### config.mk
export PLATFORM = sky130hd
export DESIGN_NAME = rfpwm_timer
export DESIGN_NICKNAME = d
export VERILOG_FILES = /design/src/rtl/rfpwm_pkg.sv /design/src/rtl/rfpwm_regs.sv /design/src/rtl/rfpwm_counter.sv /design/src/rtl/rfpwm_channel.sv /design/src/rtl/rfpwm_timer.sv
export SDC_FILE = /design/constraint.sdc
export NUM_CORES = 1
export LEC_CHECK = 0
export BUFFER_PORTS_ARGS = -buffer_cell sky130_fd_sc_hd__buf_2
export CAP_MARGIN = 25
export CORE_ASPECT_RATIO = 0.8
export CORE_MARGIN = 4
export CORE_UTILIZATION = 65
export CTS_CLUSTER_SIZE = 14
export DETAILED_ROUTE_END_ITERATION = 8
export HOLD_SLACK_MARGIN = 0.1
export PLACE_DENSITY = 0.81
export RECOVER_POWER = 50
export REMOVE_ABC_BUFFERS = 1
export SYNTH_ARGS = -nofsm -noshare
export SYNTH_HDL_FRONTEND = slang
export SYNTH_SLANG_ARGS = --single-unit
### constraint.sdc
create_clock -name clk_i -period 5.1 [get_ports clk_i]
set_input_delay 0.255 -clock clk_i [delete_from_list [all_inputs] [get_ports clk_i]]
set_output_delay 0.255 -clock clk_i [all_outputs]
set_load 0.005 [all_outputs]
### src/rtl/rfpwm_pkg.sv
package rfpwm_pkg;
  localparam int REG_CTRL   = 0;
  localparam int REG_FLOOR  = 1;
  localparam int REG_POL    = 2;
  localparam int REG_OE     = 3;
  localparam int REG_CMP0   = 4;
  localparam int FLAG_BIT   = 7;
endpackage

### src/rtl/rfpwm_regs.sv
module rfpwm_regs #(
  parameter int CNT_W  = 8,
  parameter int NUM_CH = 4,
  parameter int ADDR_W = 4
) (
  input  logic                          clk_i,
  input  logic                          rst_i,
  input  logic                          wr_en_i,
  input  logic                          rd_en_i,
  input  logic [ADDR_W-1:0]             addr_i,
  input  logic [CNT_W-1:0]              wr_data_i,
  input  logic                          wrap_i,
  output logic [CNT_W-1:0]              rd_data_o,
  output logic                          run_o,
  output logic [CNT_W-1:0]              floor_stage_o,
  output logic [NUM_CH-1:0]             pol_o,
  output logic [NUM_CH-1:0]             oe_o,
  output logic [NUM_CH-1:0][CNT_W-1:0]  cmp_stage_o,
  output logic                          flag_o
);
  import rfpwm_pkg::*;

  localparam int AI_W = ADDR_W + 1;

  logic [AI_W-1:0] addr_ext;
  logic            sel_ctrl;
  logic            unused_wdata;

  assign addr_ext     = {1'b0, addr_i};
  assign sel_ctrl     = (int'(addr_ext) == REG_CTRL);
  assign unused_wdata = ^wr_data_i;

  always_ff @(posedge clk_i) begin
    if (rst_i) begin
      run_o         <= 1'b0;
      floor_stage_o <= '0;
      pol_o         <= '0;
      oe_o          <= '0;
    end else if (wr_en_i) begin
      if (sel_ctrl)                           run_o         <= wr_data_i[0];
      if (int'(addr_ext) == REG_FLOOR)        floor_stage_o <= wr_data_i;
      if (int'(addr_ext) == REG_POL)          pol_o         <= wr_data_i[NUM_CH-1:0];
      if (int'(addr_ext) == REG_OE)           oe_o          <= wr_data_i[NUM_CH-1:0];
    end
  end

  for (genvar c = 0; c < NUM_CH; c++) begin : g_cmp
    always_ff @(posedge clk_i) begin
      if (rst_i)
        cmp_stage_o[c] <= '0;
      else if (wr_en_i && int'(addr_ext) == REG_CMP0 + c)
        cmp_stage_o[c] <= wr_data_i;
    end
  end

  always_ff @(posedge clk_i) begin
    if (rst_i)
      flag_o <= 1'b0;
    else if (wrap_i)
      flag_o <= 1'b1;
    else if (rd_en_i && sel_ctrl)
      flag_o <= 1'b0;
  end

  logic [CNT_W-1:0] rd_mux;
  always_comb begin
    rd_mux = '0;
    if (sel_ctrl) begin
      rd_mux[0]        = run_o;
      rd_mux[FLAG_BIT] = flag_o;
    end else if (int'(addr_ext) == REG_FLOOR) begin
      rd_mux = floor_stage_o;
    end else if (int'(addr_ext) == REG_POL) begin
      rd_mux[NUM_CH-1:0] = pol_o;
    end else if (int'(addr_ext) == REG_OE) begin
      rd_mux[NUM_CH-1:0] = oe_o;
    end else begin
      for (int c = 0; c < NUM_CH; c++)
        if (int'(addr_ext) == REG_CMP0 + c) rd_mux = cmp_stage_o[c];
    end
  end

  always_ff @(posedge clk_i) begin
    if (rst_i)        rd_data_o <= '0;
    else if (rd_en_i) rd_data_o <= rd_mux;
  end

  assert_flag_set_R8: assert property (@(posedge clk_i) disable iff (rst_i)
    wrap_i |=> flag_o);
endmodule

### src/rtl/rfpwm_counter.sv
module rfpwm_counter #(
  parameter int CNT_W = 8
) (
  input  logic             clk_i,
  input  logic             rst_i,
  input  logic             tick_i,
  input  logic [CNT_W-1:0] floor_stage_i,
  output logic [CNT_W-1:0] cnt_o,
  output logic [CNT_W-1:0] floor_act_o,
  output logic             wrap_o
);
  localparam logic [CNT_W-1:0] CNT_MAX = '1;

  assign wrap_o = tick_i && (cnt_o == CNT_MAX);

  always_ff @(posedge clk_i) begin
    if (rst_i) begin
      cnt_o       <= '0;
      floor_act_o <= '0;
    end else if (wrap_o) begin
      cnt_o       <= floor_stage_i;
      floor_act_o <= floor_stage_i;
    end else if (tick_i) begin
      cnt_o <= cnt_o + 1'b1;
    end
  end

  assert_above_floor_R1: assert property (@(posedge clk_i) disable iff (rst_i)
    cnt_o >= floor_act_o);
  assert_wrap_to_floor_R1: assert property (@(posedge clk_i) disable iff (rst_i)
    (tick_i && cnt_o == CNT_MAX) |=> cnt_o == $past(floor_stage_i));
  assert_hold_count_R9: assert property (@(posedge clk_i) disable iff (rst_i)
    !tick_i |=> $stable(cnt_o));
  assert_floor_staged_R5: assert property (@(posedge clk_i) disable iff (rst_i)
    !wrap_o |=> $stable(floor_act_o));
endmodule

### src/rtl/rfpwm_channel.sv
module rfpwm_channel #(
  parameter int CNT_W = 8
) (
  input  logic             clk_i,
  input  logic             rst_i,
  input  logic             wrap_i,
  input  logic [CNT_W-1:0] cmp_stage_i,
  input  logic [CNT_W-1:0] cnt_i,
  input  logic             pol_i,
  input  logic             oe_i,
  output logic             pwm_o
);
  logic [CNT_W-1:0] cmp_act;
  logic             first_state;

  always_ff @(posedge clk_i) begin
    if (rst_i)       cmp_act <= '0;
    else if (wrap_i) cmp_act <= cmp_stage_i;
  end

  assign first_state = (cnt_i <= cmp_act);

  always_ff @(posedge clk_i) begin
    if (rst_i) pwm_o <= 1'b0;
    else       pwm_o <= (oe_i & first_state) ^ pol_i;
  end

  assert_cmp_staged_R4: assert property (@(posedge clk_i) disable iff (rst_i)
    !wrap_i |=> $stable(cmp_act));
endmodule

### src/rtl/rfpwm_timer.sv
module rfpwm_timer #(
  parameter int CNT_W  = 8,
  parameter int NUM_CH = 4,
  parameter int ADDR_W = 4
) (
  input  logic              clk_i,
  input  logic              rst_i,
  input  logic              cnt_en_i,
  input  logic              wr_en_i,
  input  logic              rd_en_i,
  input  logic [ADDR_W-1:0] addr_i,
  input  logic [CNT_W-1:0]  wr_data_i,
  output logic [CNT_W-1:0]  rd_data_o,
  output logic [NUM_CH-1:0] pwm_o,
  output logic              irq_o
);
  logic                         run;
  logic                         wrap;
  logic                         flag;
  logic [CNT_W-1:0]             floor_stage;
  logic [CNT_W-1:0]             floor_act;
  logic [CNT_W-1:0]             cnt;
  logic [NUM_CH-1:0]            pol;
  logic [NUM_CH-1:0]            oe;
  logic [NUM_CH-1:0][CNT_W-1:0] cmp_stage;

  rfpwm_regs #(.CNT_W(CNT_W), .NUM_CH(NUM_CH), .ADDR_W(ADDR_W)) i_regs (
    .clk_i(clk_i), .rst_i(rst_i), .wr_en_i(wr_en_i), .rd_en_i(rd_en_i),
    .addr_i(addr_i), .wr_data_i(wr_data_i), .wrap_i(wrap),
    .rd_data_o(rd_data_o), .run_o(run), .floor_stage_o(floor_stage),
    .pol_o(pol), .oe_o(oe), .cmp_stage_o(cmp_stage), .flag_o(flag)
  );

  rfpwm_counter #(.CNT_W(CNT_W)) i_counter (
    .clk_i(clk_i), .rst_i(rst_i), .tick_i(cnt_en_i & run),
    .floor_stage_i(floor_stage), .cnt_o(cnt), .floor_act_o(floor_act),
    .wrap_o(wrap)
  );

  for (genvar c = 0; c < NUM_CH; c++) begin : g_ch
    rfpwm_channel #(.CNT_W(CNT_W)) i_ch (
      .clk_i(clk_i), .rst_i(rst_i), .wrap_i(wrap),
      .cmp_stage_i(cmp_stage[c]), .cnt_i(cnt), .pol_i(pol[c]),
      .oe_i(oe[c]), .pwm_o(pwm_o[c])
    );
  end

  assign irq_o = flag;

  assert_irq_after_wrap_R8: assert property (@(posedge clk_i) disable iff (rst_i)
    wrap |=> irq_o);
  assert_floor_bound_R1: assert property (@(posedge clk_i) disable iff (rst_i)
    floor_act <= cnt);
endmodule

==> flow_metrics.tcl, run 1 <==
set metrics [dict create \
    status "complete, but fails checks" \
    violations "max-capacitance violations, max-slew violations" \
    finalSetupViolations 0 \
    antenna_cells 0 \
    post-synth-top-area-fraction 0.402 \
    finalCriticalPeriod_ns 2.62 \
    core_sq_um 7500 \
    viasPerCell 6.00 \
    drc 0 \
    cts_setup_buffers 0 \
    crit_arrival_ns 2.91 \
    io_buffers 29 \
    die_y_microns 87.0 \
    routed_wl_mm 12.7 \
    cp_cell_sequence "ha_1 -> nand3_1 -> nor3_2 -> nand3_1 -> clkbuf_1 -> nor3_1 -> nor4_2" \
    grt_usage 0.286 \
    slew_headroom -0.107 \
    grt_overflow_total 0 \
    cts_buffer_depth 2 \
    cts_resized 0 \
    drv_cap 1 \
    synthesis.area_sq_um 5070 \
    leakagePower_nw 2.03 \
    die-area_sq_um 9290 \
    fin_hold_ws_ns 0.188 \
    cpMostUsedCell "nand3_1" \
    ant_nets 0 \
    synth_common_cells "dfxtp_1 (102), nand2_1 (86), nor2_1 (71)" \
    cts_tree "done" \
    drtIter0Drc 362 \
    hold_buffers 0 \
    routedWlPerCell_microns 17.7 \
    powerDensity_nw_per_um2 257 \
    required_ns 5.39 \
    cts_sinks 102 \
    ys_types 43 \
    grt_max_degree 53 \
    place_ws_ns 2.69 \
    period_share 0.515 \
    synthToLayoutAreaGrowth_pct 5.52 \
    synth_top_area_cell "dfxtp_1" \
    path_max_fanout 36 \
    worst_slack_ns 2.48 \
    dp_hpwl_mm 9.25 \
    async_flop_share 0 \
    antenna_found_initial 0 \
    hold_violations 0 \
    worst_pin_slew_ns 1.66 \
    fp-row-count 28 \
    ios 30 \
    clk_pin_slew_ns 0.11 \
    cp_num_buf_inv 1 \
    slowest_stage "clkbuf_1" \
    drive_gt1_frac 0.0951 \
    clk_latency_ns 0.37 \
    final_max_slew_viol_count 37 \
    final_core_util 0.714 \
    hold_class "input pin to flip-flop" \
    finalSetupTns_ns 0 \
    synthCells 596 \
    place_congestion 0.955 \
    fmax_mhz 381 \
    nets 655 \
    firstDrtPassIters 5 \
    synth.avg_cell_area_sq_um 8.51 \
    endpoint_kind "flip-flop" \
    synth_most_common_cell "dfxtp_1" \
    start_kind "flip-flop" \
    grt_pass1_wl_mm 20.9 \
    ir_worst_vdd_mv 0.201 \
    grt_pass1_vias 4071 \
    initial_core_util 0.677 \
    cts_root_buf "clkbuf_8" \
    ys_seq_area_frac 0.402 \
    vias 4290 \
    die_w_microns 107 \
    worst_path_dominant_cell_family "buffers and inverters" \
    synth-main-ff-cell "dfxtp_1" \
    yosysWarnings 0 \
    synth.area.top_cells "dfxtp_1 (40%), mux2i_1 (9.9%), ha_1 (8.1%)" \
    synth_edf_count 0 \
    rsz0062_at_grt "no" \
    critical_path_class "flip-flop to flip-flop" \
    synth.ff_latch_count 102 \
    cts_made_buffers 9 \
    cp_slowest_stage_delay_ns 1.20 \
    skew_ns 0.0148 \
    h-tree-depth 3 \
]
[cells in the final DEF, fill, tap and decap left out, types with 5 or more instances in the layout]
master,netlist,final
dfxtp_1,102,102
nand2_1,86,86
nor2_1,71,73
a21oi_1,60,60
mux2i_1,50,50
ha_1,33,33
inv_1,31,31
o21ai_0,20,20
buf_2,10,20
nor2b_1,16,16
nor3_1,12,12
nand3_1,9,10
mux2_2,10,10
clkbuf_1,13,10
clkbuf_8,0,9
nand4_1,8,8
a22oi_1,6,6
a211oi_1,5,5
[per-stage QoR]
stage                     total power, mW  area [sq um]  instances
after CTS                            1.38          5380        715
after global placement              0.901          5190        699
after floorplan                     0.857          4880        560
after detailed placement            0.903          5190        699
final                                1.38          5360        715
after global routing                 1.42          5360        715
[area by class of cell]
cell class | count | area (sq um)
clock buffer | 9 | 124
clock inverter | 7 | 63.8
inverter | 31 | 116
timing repair buffer | 34 | 168
multi-input combinational | 427 | 2710
fill | 618 | 2140
tap | 105 | 131
sequential | 102 | 2040
[worst register-to-register path, delay by kind of cell, from the launching register on]
kind | cells | cell delay [ns]
DFF | 1 | 0.41
buffers and inverters | 1 | 1.20
adders and majority gates | 1 | 0.25
and+or+nand+nor | 5 | 0.68
[final timing paths]
kind	startpoint	endpoint	slack, ns	cells past startpoint
worst min register to register	g_ch[0].i_ch.cmp_act[6]	g_ch[0].i_ch.cmp_act[6]	0.46	2
worst min-delay path	wr_data_i[7]	i_regs.floor_stage_o[7]	0.19	3
worst max register to register	i_counter.cnt_o[1]	i_counter.cnt_o[1]	2.48	7
worst max-delay path	i_counter.cnt_o[1]	i_counter.cnt_o[1]	2.48	7
[power by group]
part	leakage, nW	switching, mW	internal, mW
combinational	1.12	0.0504	0.0254
clock	0.0903	0.301	0.189
sequential	0.823	0.00700	0.802
total	2.03	0.359	1.02
[sequential cells by signal, indices dropped and copies added, names as in the netlist]
name / count
i_regs.floor_stage_o: 8
i_regs.oe_o: 4
g_ch.i_ch.pwm_o: 4
i_counter.cnt_o: 8
i_regs.run_o: 1
i_regs.cmp_stage_o: 32
i_regs.rd_data_o: 8
i_regs.flag_o: 1
i_regs.pol_o: 4
g_ch.i_ch.cmp_act: 32
[cells by family (layout without fill, tap and decap cells)]
group / after synthesis / in the layout / synth area share
multiplexers: 64 / 64 / 0.139
XOR/XNOR: 1 / 1 / 0.00173
flip-flops: 102 / 102 / 0.402
buffers and inverters: 67 / 81 / 0.0616
AO/OA/AOI/OAI: 111 / 111 / 0.124
adder cells (fa/ha/maj): 33 / 33 / 0.0814
AND/OR/NAND/NOR: 218 / 218 / 0.191
[layer usage]
layer  vias to the layer above  global-route usage  wire (microns)
li1                       2053                   -               -
met1                      2011               0.420            5800
met2                       202               0.440            5530
met3                        24              0.0497            1140
met4                         0              0.0708             184
met5                         -                   0               0
Power figures use the tool's default switching activity.
==> run 2, diff against run 1 <==
--- a/config.mk
+++ b/config.mk
@@ -5,15 +5,16 @@
 export SDC_FILE = /design/constraint.sdc
 export NUM_CORES = 1
 export LEC_CHECK = 0
+export ABC_AREA = 1
 export BUFFER_PORTS_ARGS = -buffer_cell sky130_fd_sc_hd__buf_2
 export CAP_MARGIN = 25
 export CORE_ASPECT_RATIO = 0.8
 export CORE_MARGIN = 4
-export CORE_UTILIZATION = 65
+export CORE_UTILIZATION = 61
 export CTS_CLUSTER_SIZE = 14
 export DETAILED_ROUTE_END_ITERATION = 8
 export HOLD_SLACK_MARGIN = 0.1
-export PLACE_DENSITY = 0.81
+export PLACE_DENSITY = 0.77
 export RECOVER_POWER = 50
 export REMOVE_ABC_BUFFERS = 1
 export SYNTH_ARGS = -nofsm -noshare
==> constraint.sdc (replaced) <==
create_clock -name clk_i -period 2.7 [get_ports clk_i]
set_input_delay 0.135 -clock clk_i [delete_from_list [all_inputs] [get_ports clk_i]]
set_output_delay 0.135 -clock clk_i [all_outputs]
set_load 0.005 [all_outputs]
==> flow_metrics.tcl, run 2 <==
set metrics [dict create \
    yosysWarnings 0 \
    hold_class "input pin to flip-flop" \
    synth-main-ff-cell "dfxtp_1" \
    slowest_stage "clkbuf_1" \
    synth_most_common_cell "nand2_1" \
    synth.area.top_cells "dfxtp_1 (40%), nand2_1 (11%), a21oi_1 (11%)" \
    drtIter0Drc 401 \
    p_clk_frac 0.365 \
    antenna_cells 0 \
    grt_overflow_total 0 \
    place_ws_ns 0.750 \
    crit_start "wr_en_i" \
    synth_common_cells "nand2_1 (150), a21oi_1 (108), dfxtp_1 (102)" \
    ios 30 \
    ir_worst_vdd_mv 0.458 \
    place_inst 808 \
    min_from "wr_data_i[3]" \
    post_dp_cell_area_sq_um 5270 \
    cp_num_buf_inv 2 \
    cts_sinks 102 \
    ant_nets 0 \
    p_int_mw 2.03 \
    routedWlPerCell_microns 15.9 \
    hold_buffers 7 \
    total_power_mw 2.70 \
    fin_hold_ws_ns 0.118 \
    dp_hpwl_mm 9.53 \
    ys_seq_area_frac 0.400 \
    cts_made_buffers 9 \
    fmax_mhz 495 \
    antenna_found_initial 0 \
    slew_headroom 0.405 \
    ys_types 35 \
    hold_depth 3 \
    drv_cap 0 \
    final_cell_mix "nand2_1 (152), a21oi_1 (109), dfxtp_1 (102), inv_1 (73), o21ai_0 (58)" \
    cp_cell_sequence "clkbuf_1 -> clkbuf_1 -> nand2_1 -> o21ai_0 -> a21oi_1" \
    synth.ff_latch_count 102 \
    worst_path_dominant_cell_family "buffers and inverters" \
    leakagePower_nw 2.20 \
    synthesis.area_sq_um 5110 \
    period_share 0.748 \
    final_core_util 0.683 \
    nets 768 \
    required_ns 2.97 \
    finalSetupViolations 0 \
    final_max_slew_viol_count 0 \
    die_w_microns 110 \
    status "finished, final reports clean" \
    cpMostUsedCell "clkbuf_1" \
    worst_slack_ns 0.682 \
    p_sw_mw 0.678 \
    fp-row-count 29 \
    critical_path_class "input pin to flip-flop" \
    powerDensity_nw_per_um2 491 \
    h-tree-depth 3 \
    viasPerCell 5.68 \
    drc 0 \
    final_area_sq_um 5510 \
    worst_r2r_path_depth 9 \
    grt_pass1_vias 4185 \
    routed_wl_mm 13.2 \
    synth_edf_count 0 \
    grt_pass1_wl_mm 21.4 \
    r2r-start "i_counter.cnt_o[1]" \
    synth.avg_cell_area_sq_um 7.32 \
    p_seq_frac 0.566 \
    synthCells 698 \
    clk_pin_slew_ns 0.10 \
    rsz0062_at_grt "no" \
    firstDrtPassIters 5 \
    cts_setup_buffers 0 \
    post-synth-top-area-fraction 0.400 \
    place_congestion 0.972 \
    cts_buffer_depth 2 \
    worst_pin_slew_ns 0.892 \
    layout.cells.non_filler 831 \
    start_kind "input pin" \
    die-area_sq_um 9910 \
    clk_latency_ns 0.38 \
    skew_ns 0.00748 \
    synthToLayoutAreaGrowth_pct 7.79 \
    grt_usage 0.279 \
    endpoint_kind "flip-flop" \
    finalCriticalPeriod_ns 2.02 \
    async_flop_share 0 \
    synth_top_area_cell "dfxtp_1" \
    cts_resized 0 \
    netSwitchingFraction 0.251 \
    core_sq_um 8060 \
    grt_max_degree 63 \
    cts_root_buf "clkbuf_8" \
    finalSetupTns_ns 0 \
    path_max_fanout 20 \
    final_common_cell "nand2_1" \
    comb_power_share 0.069 \
    drive_gt1_frac 0.0858 \
    reg_top3 "g_ch.i_ch.cmp_act x32, i_regs.cmp_stage_o x32" \
    cp_num_cells 5 \
    vias 4717 \
    cts_tree "done" \
    hold_violations 0 \
    initial_core_util 0.634 \
    cp_slowest_stage_delay_ns 0.74 \
    io_buffers 29 \
    die_y_microns 89.8 \
    crit_arrival_ns 2.29 \
]
## run 2: changes by cell type after synthesis, sizes merged, moves of 8 or more
cell | previous run | this run
inv | 31 | 80
mux2i | 50 | 0
buf | 23 | 11
nor3 | 13 | 2
nor2 | 73 | 37
nor2b | 16 | 0
o21ai | 20 | 65
clkbuf | 13 | 21
a21oi | 60 | 111
nand2 | 88 | 157
nand3 | 10 | 43
mux2 | 10 | 0
## run 2: worst register-to-register path: cells and delay by family (launching register included)
family | cells | cell delay [ns]
simple gates | 6 | 0.62
fa+ha+maj | 1 | 0.28
buf+inv | 1 | 0.26
compound gates | 1 | 0.23
flops | 1 | 0.52
## run 2: cell type report
| cell class | instances | area (sq um) |
|---|---|---|
| repair buffers | 41 | 238 |
| well taps | 108 | 135 |
| fillers | 734 | 2550 |
| flip-flops and latches | 102 | 2040 |
| inverters | 83 | 313 |
| clock buffers | 11 | 141 |
| clock inverters | 5 | 58.8 |
| multi-input cells | 481 | 2580 |
## run 2: worst paths after layout
check | slack (ns) | endpoint
worst max register to register | 0.69 | i_counter.cnt_o[5]
worst min register to register | 0.46 | g_ch[3].i_ch.cmp_act[7]
worst min-delay path | 0.12 | i_regs.cmp_stage_o[27]
worst max-delay path | 0.68 | i_regs.cmp_stage_o[16]
## run 2: cells by family (layout without fill, tap and decap cells)
logic type / Yosys count / after routing / share of synthesized area
AND/OR/NAND/NOR: 250 / 250 / 0.220
AO/OA/AOI/OAI: 196 / 196 / 0.204
flip-flops: 102 / 102 / 0.400
adder cells (fa/ha/maj): 33 / 33 / 0.0808
buffers and inverters: 115 / 140 / 0.0924
XOR/XNOR: 2 / 2 / 0.00343
## run 2: power by group through the flow
stage	Clock, mW	Sequential, mW	Combinational [mW]
5_1_grt	1.07	1.53	0.206
2_1_floorplan	0	1.56	0.0919
6_report	0.988	1.53	0.186
3_5_place_dp	0	1.56	0.178
3_3_place_gp	0	1.56	0.173
4_1_cts	0.995	1.53	0.186
## run 2: layer usage
layer	part of all wire	vias up	track usage
li1	-	2347	-
met1	0.45	2149	0.400
met2	0.44	190	0.407
met3	0.081	31	0.0766
met4	0.025	0	0.0862
met5	0	-	0
==> run 3, diff against run 2 <==
==> constraint.sdc (replaced) <==
create_clock -name clk_i -period 2.11 [get_ports clk_i]
set_input_delay 0.1055 -clock clk_i [delete_from_list [all_inputs] [get_ports clk_i]]
set_output_delay 0.1055 -clock clk_i [all_outputs]
set_load 0.005 [all_outputs]
==> flow_metrics.tcl, run 3 (same netlist as run 2, synthesis figures left out) <==
set metrics [dict create \
    cp_num_buf_inv 2 \
    cp_slowest_stage_delay_ns 0.39 \
    cts_sinks 102 \
    cts_buffer_depth 2 \
    hold_class "input pin to flip-flop" \
    grt_max_degree 41 \
    worstReg2RegEnd "i_counter.cnt_o[4]" \
    r2r-start "i_counter.cnt_o[0]" \
    ios 30 \
    endpoint_kind "flip-flop" \
    grt_pass1_vias 4389 \
    period_share 0.856 \
    reg_top3 "g_ch.i_ch.cmp_act x32, i_regs.cmp_stage_o x32" \
    drc 0 \
    die_w_microns 110 \
    crit_start "i_counter.cnt_o[0]" \
    leakagePower_nw 2.22 \
    slew_headroom 0.315 \
    path_max_fanout 14 \
    clk_pin_slew_ns 0.10 \
    antenna_cells 0 \
    drv_cap 0 \
    finalSetupViolations 0 \
    drtIter0Drc 527 \
    cp_cell_sequence "ha_1 -> nand3_1 -> nor3_4 -> nand3_2 -> buf_4 -> inv_2 -> nand2_1 -> a211oi_1" \
    final_cell_mix "nand2_1 (153), a21oi_1 (109), dfxtp_1 (102), inv_1 (74), o21ai_0 (60)" \
    vias 4852 \
    grt_usage 0.296 \
    cts_tree "done" \
    drive_gt1_frac 0.0822 \
    multi_input_area_sq_um 2540 \
    ant_nets 0 \
    grt_pass1_wl_mm 22.7 \
    initial_core_util 0.634 \
    worst_pin_slew_ns 1.02 \
    fp-row-count 29 \
    status "finished, final reports clean" \
    place_congestion 0.926 \
    final_max_slew_viol_count 0 \
    clk_latency_ns 0.39 \
    reg2reg_slack_ns 0.30 \
    fill_cells 697 \
    synthToLayoutAreaGrowth_pct 7.89 \
    crit_arrival_ns 2.11 \
    start_kind "flip-flop" \
    powerDensity_nw_per_um2 609 \
    rsz0062_at_grt "no" \
    die_y_microns 89.8 \
    seqCellArea_sq_um 2040 \
    antenna_found_initial 0 \
    fmax_mhz 553 \
    final_common_cell "nand2_1" \
    viasPerCell 5.79 \
    grt_overflow_total 0 \
    h-tree-depth 3 \
    hold_violations 0 \
    io_buffers 29 \
    worst_path_dominant_cell_family "simple AND/OR/NAND/NOR gates" \
    required_ns 2.42 \
    cts_root_buf "clkbuf_8" \
    ir_worst_vdd_mv 0.547 \
    endpoint "i_counter.cnt_o[4]" \
    slowest_stage "dfxtp_1" \
    dp_hpwl_mm 10.5 \
    total_power_mw 3.36 \
    finalCriticalPeriod_ns 1.81 \
    skew_ns 0.0165 \
    routed_wl_mm 14.2 \
    die-area_sq_um 9910 \
    finalSetupTns_ns 0 \
    cts_resized 0 \
    cts_made_buffers 9 \
    cp_num_cells 8 \
    routedWlPerCell_microns 16.9 \
    core_sq_um 8060 \
    cts_setup_buffers 0 \
    critical_path_class "flip-flop to flip-flop" \
    nets 775 \
    firstDrtPassIters 5 \
    worst_r2r_path_depth 8 \
]
==> run 3: metrics by stage <==
stage / hold WS [ns] / cells / util / instance area (sq um) / setup slack [ns]
after floorplan: 0.168 / 666 / - / 4950 / -0.0326
after global placement: 0.422 / 813 / 0.660 / 5320 / 0.466
after detailed placement: 0.437 / 813 / 0.660 / 5320 / 0.408
after CTS: 0.104 / 838 / 0.693 / 5580 / 0.313
after global routing: 0.123 / 838 / 0.684 / 5510 / 0.121
final: 0.114 / 838 / 0.684 / 5510 / 0.303
==> run 3: cell type report <==
cell class	count	area share
Multi-Input combinational cell	481	0.460
Clock inverter	6	0.00840
Clock buffer	10	0.0232
Timing Repair Buffer	48	0.0561
Inverter	83	0.0568
Tap cell	108	0.0245
Sequential cell	102	0.371
==> run 3: worst reg2reg max path, cell delays in order, from the launching register on <==
cell and delay (ns):
dfxtp_1 0.39, ha_1 0.22, nand3_1 0.17, nor3_4 0.22, nand3_2 0.13, buf_4 0.21, inv_2 0.13, nand2_1 0.07
a211oi_1 0.18
==> run 3: metal layers <==
layer	track usage	share of wire	routed length (microns)	vias up
met3	0.0852	0.11	1500	42
met1	0.434	0.44	6230	2242
met2	0.420	0.43	6080	207
li1	-	-	-	2361
met5	0	0	0	-
met4	0.0872	0.027	390	0
==> run 3: worst min path at each step <==
stage / from / end / slack [ns] / cells past startpoint
floorplan: rst_i / i_regs.rd_data_o[0] / 0.17 / 1
global placement: rd_en_i / i_regs.rd_data_o[6] / 0.42 / 3
detailed placement: wr_data_i[4] / i_regs.cmp_stage_o[4] / 0.44 / 3
CTS: wr_en_i / i_regs.floor_stage_o[7] / 0.10 / 3
global route: wr_en_i / i_regs.floor_stage_o[7] / 0.12 / 3
finish: wr_en_i / i_regs.floor_stage_o[7] / 0.11 / 3
==> run 3: what timing repair did <==
| item | CTS | global route |
|---|---|---|
| hold buffers | 9 | 0 |
| endpoints found under the setup margin | 0 | 0 |
| hold endpoints to repair | 34 | 0 |
==> run 3: where the power goes <==
| part | internal, mW | switching, mW |
|---|---|---|
| sequential | 1.94 | 0.0150 |
| combinational | 0.0728 | 0.168 |
| clock | 0.438 | 0.718 |
| total | 2.46 | 0.901 |
